===== src/rtl/dbg_step_pkg.sv =====
package dbg_step_pkg;

    typedef struct packed {
        logic halted;
        logic credit;
        logic priv_viol;
    } ctl_state_t;

    localparam ctl_state_t CTL_RESET = '{halted: 1'b0, credit: 1'b0, priv_viol: 1'b0};

endpackage


===== src/rtl/dbg_flight_cnt.sv =====
module dbg_flight_cnt #(
    parameter int MAX_FLIGHT = 4
) (
    input  logic clk,
    input  logic rst_n,
    input  logic inc,
    input  logic dec,
    output logic room,
    output logic empty
);
    localparam int CNT_W = $clog2(MAX_FLIGHT + 1);
    localparam logic [CNT_W-1:0] MAXV = CNT_W'(MAX_FLIGHT);
    localparam logic [CNT_W-1:0] ONE  = CNT_W'(1);

    logic [CNT_W-1:0] cnt_d, cnt_q;

    always_comb begin
        cnt_d = cnt_q;
        unique case ({inc, dec})
            2'b10:   if (cnt_q < MAXV) cnt_d = cnt_q + ONE;
            2'b01:   if (cnt_q != '0)  cnt_d = cnt_q - ONE;
            default: cnt_d = cnt_q;
        endcase
    end

    always_ff @(posedge clk or negedge rst_n) begin
        if (!rst_n) cnt_q <= '0;
        else        cnt_q <= cnt_d;
    end

    assign room  = (cnt_q < MAXV);
    assign empty = (cnt_q == '0);

    AST_FLIGHT_BOUND: assert property (@(posedge clk) disable iff (!rst_n)
        cnt_q <= MAXV);

endmodule


===== src/rtl/dbg_gap_timer.sv =====
module dbg_gap_timer #(
    parameter int GAP_CYC = 5
) (
    input  logic clk,
    input  logic rst_n,
    input  logic load,
    output logic idle
);
    generate
        if (GAP_CYC == 0) begin : g_nogap
            assign idle = 1'b1;
        end else begin : g_gap
            localparam int GW = $clog2(GAP_CYC + 1);
            localparam logic [GW-1:0] GAPV = GW'(GAP_CYC);
            localparam logic [GW-1:0] ONE  = GW'(1);

            logic [GW-1:0] gap_d, gap_q;

            always_comb begin
                gap_d = gap_q;
                if (load)               gap_d = GAPV;
                else if (gap_q != '0)   gap_d = gap_q - ONE;
            end

            always_ff @(posedge clk or negedge rst_n) begin
                if (!rst_n) gap_q <= '0;
                else        gap_q <= gap_d;
            end

            assign idle = (gap_q == '0);

            AST_GAP_RELOAD: assert property (@(posedge clk) disable iff (!rst_n)
                load |=> (gap_q == GAPV));
        end
    endgenerate

endmodule


===== src/rtl/dbg_step_ctrl.sv =====
module dbg_step_ctrl
    import dbg_step_pkg::*;
#(
    parameter int MAX_FLIGHT = 4,
    parameter int GAP_CYC    = 5
) (
    input  logic clk,
    input  logic rst_n,
    input  logic cfg_step,
    input  logic cfg_irq_mask,
    input  logic cfg_user_halt_ok,
    input  logic cfg_serial,
    input  logic issue_req,
    output logic issue_ok,
    input  logic retire_valid,
    input  logic retire_is_halt,
    input  logic priv_user,
    input  logic go,
    input  logic irq_req,
    output logic irq_take,
    input  logic bkpt_pc,
    input  logic bkpt_data,
    output logic halted,
    output logic priv_viol
);
    ctl_state_t st_d, st_q;

    logic fl_room, fl_empty, gap_idle;
    logic issue_fire;
    logic gap_load;

    dbg_flight_cnt #(.MAX_FLIGHT(MAX_FLIGHT)) flight_i (
        .clk   (clk),
        .rst_n (rst_n),
        .inc   (issue_fire),
        .dec   (retire_valid),
        .room  (fl_room),
        .empty (fl_empty)
    );

    assign gap_load = retire_valid && cfg_serial;

    dbg_gap_timer #(.GAP_CYC(GAP_CYC)) gap_i (
        .clk   (clk),
        .rst_n (rst_n),
        .load  (gap_load),
        .idle  (gap_idle)
    );

    logic serial_clear, step_clear, pc_hit, halt_instr_ok, halt_instr_bad, halt_req;

    always_comb begin
        serial_clear   = !cfg_serial || (fl_empty && gap_idle);
        step_clear     = !cfg_step || (st_q.credit && fl_empty);
        pc_hit         = issue_req && bkpt_pc;

        issue_ok       = !st_q.halted && !bkpt_pc && fl_room && serial_clear && step_clear;
        issue_fire     = issue_req && issue_ok;

        halt_instr_bad = retire_valid && retire_is_halt && priv_user && !cfg_user_halt_ok;
        halt_instr_ok  = retire_valid && retire_is_halt && (!priv_user || cfg_user_halt_ok);

        halt_req = pc_hit || bkpt_data || halt_instr_ok
                 || (cfg_step && retire_valid)
                 || (cfg_step && !st_q.credit && fl_empty);

        st_d = st_q;
        if (st_q.halted) st_d.halted = !go;
        else             st_d.halted = halt_req;

        if (!cfg_step)                st_d.credit = 1'b0;
        else if (st_q.halted && go)   st_d.credit = 1'b1;
        else if (issue_fire)          st_d.credit = 1'b0;

        st_d.priv_viol = halt_instr_bad;
    end

    always_ff @(posedge clk or negedge rst_n) begin
        if (!rst_n) st_q <= CTL_RESET;
        else        st_q <= st_d;
    end

    assign halted    = st_q.halted;
    assign priv_viol = st_q.priv_viol;
    assign irq_take  = irq_req && !st_q.halted && !(cfg_step && cfg_irq_mask);

    AST_NO_ISSUE_HALTED: assert property (@(posedge clk) disable iff (!rst_n)
        halted |-> !issue_ok);
    AST_HALT_STICKY: assert property (@(posedge clk) disable iff (!rst_n)
        (halted && !go) |=> halted);
    AST_STEP_RETIRE_HALT: assert property (@(posedge clk) disable iff (!rst_n)
        (cfg_step && retire_valid && !halted) |=> halted);
    AST_PC_BKPT_BLOCK: assert property (@(posedge clk) disable iff (!rst_n)
        (issue_req && bkpt_pc) |-> !issue_ok);
    AST_PC_BKPT_HALT: assert property (@(posedge clk) disable iff (!rst_n)
        (issue_req && bkpt_pc && !halted) |=> halted);
    AST_DATA_BKPT_HALT: assert property (@(posedge clk) disable iff (!rst_n)
        (bkpt_data && !halted) |=> halted);
    AST_USER_HALT_VIOL: assert property (@(posedge clk) disable iff (!rst_n)
        (retire_valid && retire_is_halt && priv_user && !cfg_user_halt_ok) |=> priv_viol);
    AST_USER_HALT_NOSTOP: assert property (@(posedge clk) disable iff (!rst_n)
        (retire_valid && retire_is_halt && priv_user && !cfg_user_halt_ok
         && !cfg_step && !bkpt_data && !(issue_req && bkpt_pc) && !halted) |=> !halted);
    AST_SERIAL_GAP: assert property (@(posedge clk) disable iff (!rst_n)
        (cfg_serial && retire_valid) |=> !issue_ok);
    AST_IRQ_MASKED: assert property (@(posedge clk) disable iff (!rst_n)
        (cfg_step && cfg_irq_mask) |-> !irq_take);

endmodule


===== config.mk =====
export PLATFORM = sky130hd
export DESIGN_NAME = dbg_step_ctrl
export DESIGN_NICKNAME = d
export VERILOG_FILES = /design/src/rtl/dbg_step_pkg.sv /design/src/rtl/dbg_flight_cnt.sv /design/src/rtl/dbg_gap_timer.sv /design/src/rtl/dbg_step_ctrl.sv
export SDC_FILE = /design/constraint.sdc
export NUM_CORES = 1
export LEC_CHECK = 0
export ABC_AREA = 1
export BUFFER_PORTS_ARGS = -buffer_cell sky130_fd_sc_hd__buf_2
export CORE_AREA = 5 5 42 44
export DETAILED_ROUTE_END_ITERATION = 8
export DIE_AREA = 0 0 47 49
export PLACE_DENSITY = 0.81
export SLEW_MARGIN = 20
export SYNTH_ARGS = -nofsm -noshare
export SYNTH_HDL_FRONTEND = slang
export SYNTH_SLANG_ARGS = --single-unit

===== constraint.sdc =====
create_clock -name clk -period 3.1 [get_ports clk]
set_input_delay 0.155 -clock clk [delete_from_list [all_inputs] [get_ports clk]]
set_output_delay 0.155 -clock clk [all_outputs]
set_load 0.02 [all_outputs]

==> results of run 1 <==
==> flip-flops by register name (all words and copies together), names as in the netlist <==
register,count
flight_i.cnt_q,3
gap_i.g_gap.gap_q,3
halted,1
priv_viol,1
st_q,1
==> cells by family (layout without fill, tap and decap cells) <==
logic type,count (synthesis),after routing,synth area share (%)
flip-flops,9,9,38.5
XOR/XNOR,2,2,2.99
buffers and inverters,11,33,7.05
AND/OR/NAND/NOR,37,37,34.4
AO/OA/AOI/OAI,9,9,9.40
adder cells (fa/ha/maj),3,3,7.69
==> repair_timing <==
item | CTS | global route
setup endpoints to repair | 0 | 0
endpoints found under the hold margin | 9 | 0
hold buffers | 1 | 0
==> power breakdown <==
part	switching (mW)	internal [mW]	leakage, nW	total [mW]
clock network	0.0467	0.0477	0.0177	0.0944
registers	0.0356	0.162	0.109	0.197
logic	0.136	0.0934	0.263	0.229
==> cell usage after synthesis <==
cell type / count
nor2_4: 1
nand4_2: 1
o21ai_0: 3
ha_1: 2
fa_1: 1
a2111oi_0: 1
nand3_2: 2
xnor2_1: 1
xor2_1: 1
inv_1: 10
nand2_4: 1
nor2_1: 2
a21oi_1: 1
nor2_2: 2
o21ai_1: 1
dfrtp_1: 9
nand2_1: 19
nor3_2: 1
inv_2: 1
o22ai_1: 1
a21boi_1: 2
nand3_1: 4
nand2_2: 4
==> per-stage QoR <==
stage	area (um2)	setup WS, ns	utilization, %	hold slack (ns)	instances
after floorplan	586	1.35	-	-0.141	71
after global placement	691	1.29	49.3	0.0162	104
after detailed placement	691	1.18	49.3	0.0183	104
after CTS	728	1.17	52.0	0.116	109
after global routing	728	0.956	52.0	0.141	109
final	728	1.18	52.0	0.115	109
==> worst paths after layout <==
kind	start	end	cells after the start
worst min register to register	gap_i.g_gap.gap_q[0]	gap_i.g_gap.gap_q[0]	2
min in group asynchronous	rst_n	gap_i.g_gap.gap_q[0]	2
worst max register to register	gap_i.g_gap.gap_q[0]	flight_i.cnt_q[2]	15
worst max-delay path	gap_i.g_gap.gap_q[0]	flight_i.cnt_q[2]	15
max in group asynchronous	rst_n	flight_i.cnt_q[2]	2
worst min-delay path	priv_user	priv_viol	3
==> final cells by class <==
class                           count  area (um2)
Inverter                           11        41.3
Sequential cell                     9         225
Clock inverter                      1        5.00
Clock buffer                        3        22.5
Tap cell                           16        20.0
Multi-Input combinational cell     51         319
Timing Repair Buffer               18        95.1
Fill cell                         147         673
==> metal layers <==
metal	GRT usage (%)	vias to the layer above	wire length, um
met2	21.5	16	630
met4	4.15	0	9
met5	0	-	0
li1	-	269	-
met1	13.7	237	469
met3	2.95	2	85
==> worst max-delay path, cell delays in order, from the launching register on <==
cell	delay [ns]
dfrtp_1	0.35
inv_1	0.07
ha_1	0.19
inv_1	0.08
nor2_2	0.04
nand3_1	0.08
nand2_2	0.07
nand4_2	0.12
nand2_2	0.08
fa_1	0.39
inv_1	0.07
nand2_1	0.04
nand2_1	0.07
nand2_1	0.05
nand2_1	0.05
nand2_1	0.04
==> flow_summary_export.csv, run 1 <==
group,metric,value,unit
critical_path,crit_type,"register to register",
floorplanning,start_util,41.8,%
sta,rsz0062_at_grt,"no",
global_routing,grt.total_usage,12.3,%
synthesis,synth_nets,88,
clocking,cts_sinks,9,
min_path,hp-class,"input pin to register",
finish,final_common_cell,"nand2_1",
synthesis,yosysUniqueCellTypes,23,
clocking,cts_inserted_buffers,3,
critical_path,worstSetupEndpointType,"register",
drt,vias_per_cell,4.81,
sta,hold_viol,0,
floorplanning,rows,14,
placed_design,numPortBuffers,17,
synthesis,syn_inst,71,
drt,dr.pass1.iters,3,
sta,clock.fmax,522,MHz
synthesis,syn_area,586,um2
global_routing,grt_max_degree,10,
global_routing,grt_pass1_vias,533,
placed_design,hpwl,1000,um
sta,setup_tns,0,ns
pwr,p_total,521,uW
sta,final_max_slew_viol_count,0,
finish,syn_to_final_growth,24.4,%
critical_path,start_kind,"register",
synthesis,seq_area_frac_synth,38.5,%
finish,layout.nets,111,
clocking,clkTransAtPathRegs,0.07,ns
sta,worstMarginPinSlew,0.341,ns
sta,maxSlewHeadroom,76.7,%
clocking,clk-insertion-delay-late,0.26,ns
pwr,power_density,715,nW/um2
sta,fin_crit_sh,61.8,%
clocking,cts_root_buf,"clkbuf_4",
drt,ant_nets,0,
sta,finClkSkew,0.00181,ns
critical_path,cp_max_fo,4,
synthesis,yosysTopAreaCell,"dfrtp_1",
global_routing,antenna_found_initial,0,
clocking,clock_path_buffers,2,
critical_path,rrSetupSlack,1.18,ns
floorplanning,die_y,49,um
global_routing,grt_pass1_wl,2060,um
synthesis,synthTopCellsByArea,"dfrtp_1 38%, nand2_1 12%, inv_1 6.4%",
critical_path,worstPathRequired,3.26,ns
drt,routedWlPerCell,11.0,um
global_routing,grt.overflow.total,0,
drt,drc,0,
synthesis,avgSynthCellArea,8.25,um2
synthesis,ys_ff_latch,9,
floorplanning,fp.dieW,47,um
drt,wirelength,1200,um
critical_path,cp.arrival,2.07,ns
outcome,status,"finished clean",
clocking,cts_setup_buffers,0,
clocking,htreeDepth,1,
finish,layout_common_cells,"19 x nand2_1, 17 x buf_2, 10 x inv_1, 9 x dfrtp_1",
floorplanning,dieArea,2300,um2
synthesis,yosysTopAreaCellShare,38.5,%
pwr,leakage,0.390,nW
floorplanning,pin_count,18,
job,cap_violations,0,
placed_design,gpl.final_weighted_congestion,0.756,
sta,period_needed,1.92,ns
drt,drtIter0Drc,4,
finish,antenna_cells,0,
synthesis,ys_warn_count,0,
floorplanning,fp.coreArea,1400,um2
sta,setup_viol,0,
finish,drive_above_1_share,36.6,%
pwr,ir_drop,0.382,mV
drt,vias,524,
clocking,cts_resized,0,
clocking,cts_tree,"built",
No activity file was read; power rests on OpenSTA's default activity.
==> run 2: changes to the inputs <==
CORE_AREA = unset   (was 5 5 42 44)
CORE_MARGIN = 5   (was unset)
CORE_UTILIZATION = 43   (was unset)
DIE_AREA = unset   (was 0 0 47 49)
PLACE_DENSITY = 0.83   (was 0.81)
clock period = 1.67 ns   (was 3.1 ns; I/O delays follow)
==> run 2 against run 1 <==
Against the previous run: critical path type unchanged; utilization up 12 points; via count up 7.1%; clock skew down 0.00093 ns; the run now ends with negative setup slack left; final area up 14%; count of clock-buffer cells in the layout unchanged; sequential cell count unchanged; worst hold slack worse by 0.071 ns; highest routed layer unchanged; final cell count up 6.4%; sequential share of layout area down 3.7 points; register-to-register slack worse by 1.2 ns; power up 120%.
==> flow_summary_export.csv, run 2 (synthesis gave the netlist of run 1 again) <==
group,metric,value,unit
drt,wirelength,1350,um
placed_design,numPortBuffers,17,
sta,fin_crit_sh,103,%
finish,antenna_cells,0,
critical_path,cp_slowest_cell,"dfrtp_1",
placed_design,hpwl,1110,um
finish,design_area,827,um2
critical_path,rr_worst_depth,15,
global_routing,grt.total_usage,15.9,%
clocking,cts_root_buf,"clkbuf_4",
pwr,p_switching,472,uW
floorplanning,pin_count,18,
sta,fin_ws,-0.0476,ns
floorplanning,die_y,46.9,um
drt,vias_per_cell,4.84,
placed_design,gpl.final_weighted_congestion,0.773,
critical_path,cp.arrival,1.87,ns
pwr,leakage,0.419,nW
finish,final_common_cell,"nand2_1",
global_routing,grt.overflow.total,0,
floorplanning,fp.coreArea,1300,um2
critical_path,start_kind,"register",
finish,top_regs,"flight_i.cnt_q: 3 flops, gap_i.g_gap.gap_q: 3 flops",
placed_design,pre_cts_slack,-0.0525,ns
pwr,swShare,41.6,%
sta,finClkSkew,0.000880,ns
critical_path,worstSetupEndpointType,"register",
drt,ant_nets,0,
finish,n_fill_cell,109,
pwr,ir_drop,0.903,mV
finish,syn_to_final_growth,41.2,%
drt,vias,561,
critical_path,critical_path_buf_inv_count,3,
sta,clock.fmax,582,MHz
pwr,cell_internal_pwr,663,uW
drt,dr.pass1.iters,4,
pwr,p_comb_share,51.5,%
placed_design,dpl_cell_area,758,um2
critical_path,cp-startpoint,"gap_i.g_gap.gap_q[0]",
clocking,htreeDepth,1,
pwr,p_total,1.14,mW
pwr,power_density,1370,nW/um2
outcome,violations,"negative setup slack",
drt,drc,0,
clocking,cts_inserted_buffers,3,
job,cap_violations,0,
critical_path,rr_startpoint,"gap_i.g_gap.gap_q[0]",
floorplanning,fp.dieW,46.9,um
sta,maxSlewHeadroom,67.5,%
critical_path,worstPathRequired,1.83,ns
critical_path,timing.rr.end,"flight_i.cnt_q[2]",
clocking,clock_path_buffers,2,
critical_path,cpLargestDelayFamily,"simple AND/OR/NAND/NOR gates",
floorplanning,dieArea,2200,um2
global_routing,grt_pass1_vias,593,
global_routing,antenna_found_initial,0,
critical_path,setup.worst_path.end,"flight_i.cnt_q[2]",
sta,period_needed,1.72,ns
finish,drive_above_1_share,48.5,%
critical_path,worst_path_most_repeated_cell,"nand2_1",
critical_path,crit_type,"register to register",
drt,routedWlPerCell,11.6,um
critical_path,cp.depth,15,
sta,worstMarginPinSlew,0.475,ns
critical_path,max_stage_delay,0.36,ns
finish,layout_common_cells,"19 x nand2_1, 16 x buf_2, 9 x dfrtp_1, 8 x buf_4, 6 x inv_1",
pwr,clkPwrFrac,15.4,%
global_routing,grt_pass1_wl,2400,um
clocking,clk-insertion-delay-late,0.26,ns
sta,final_max_slew_viol_count,0,
critical_path,cp_max_fo,2,
critical_path,rrSetupSlack,-0.05,ns
clocking,clkTransAtPathRegs,0.07,ns
sta,setup_viol,2,
pwr,seq_power_share,33.1,%
outcome,status,"finished with violations",
drt,drtIter0Drc,9,
floorplanning,start_util,45.0,%
clocking,cts_sinks,9,
floorplanning,rows,13,
sta,rsz0062_at_grt,"yes",
global_routing,grt_max_degree,10,
critical_path,path_cells,"inv_2 -> ha_4 -> inv_2 -> nor2_4 -> nand3_2 -> nand2_2 -> nand4_4 -> nand2_2 -> fa_2 -> inv_1 -> nand2_1 -> nand2_1 -> nand2_1 -> nand2_1 -> nand2_1",
sta,hold_viol,0,
clocking,cts_tree,"built",
finish,layout.nets,119,
min_path,hp-class,"input pin to register",
## run 2: cell count changes in the layout (fill, tap and decap cells not counted), sizes merged
cell / delta
buf: +8
## run 2: worst min-delay path: stages
cell,delay (ns)
buf_2,0.10
nand2_1,0.05
nor2_1,0.04
## run 2: through the flow
step | setup TNS [ns] | cells | utilization [%] | hold WS (ns)
floorplan | -0.0311 | 71 | - | -0.212
global placement | -0.0207 | 109 | 58.3 | -0.0591
CTS | -0.123 | 116 | 62.5 | 0.0352
detailed placement | -0.0994 | 109 | 58.3 | -0.0516
global route | -0.509 | 116 | 63.6 | 0.0451
finish | -0.0919 | 116 | 63.6 | 0.0434
## run 2: layout make-up
type,instances,area [um2],share of cell area [%]
multi-input combinational,51,353,42.7
sequential,9,225,27.2
timing repair buffer,26,161,19.5
inverter,11,41.3,4.99
clock buffer,3,22.5,2.72
tap,15,18.8,2.27
clock inverter,1,5.00,0.605
## run 2: worst min path at each step
stage | from | to | slack, ns | cells past startpoint
2_1_floorplan | rst_n | flight_i.cnt_q[0] | -0.21 | 0
3_3_place_gp | rst_n | priv_viol | -0.06 | 1
3_5_place_dp | rst_n | priv_viol | -0.05 | 1
4_1_cts | cfg_user_halt_ok | priv_viol | 0.04 | 4
5_1_grt | priv_user | priv_viol | 0.05 | 3
6_report | priv_user | priv_viol | 0.04 | 3
## run 2: power groups by stage
| stage | Sequential [mW] | Clock [mW] | Combinational, mW |
|---|---|---|---|
| after CTS | 0.372 | 0.181 | 0.563 |
| final | 0.375 | 0.175 | 0.585 |
| after global placement | 0.369 | 0 | 0.510 |
| after detailed placement | 0.376 | 0 | 0.539 |
| after global routing | 0.387 | 0.197 | 0.672 |
| after floorplan | 0.365 | 0 | 0.363 |
## run 2: layer usage
layer,routed length (um),vias to the layer above,GRT usage (%)
met1,561,255,18.9
met2,692,18,27.6
met4,8,0,4.97
met5,0,-,0
met3,86,2,4.60
li1,-,286,-
## run 2: repair_timing
item                       CTS  global route
setup buffers                2             0
hold endpoints to repair     9             0
hold buffers                 1             0
gates resized for setup      1             4
pin swaps                    1             1
setup endpoints to repair    3             4
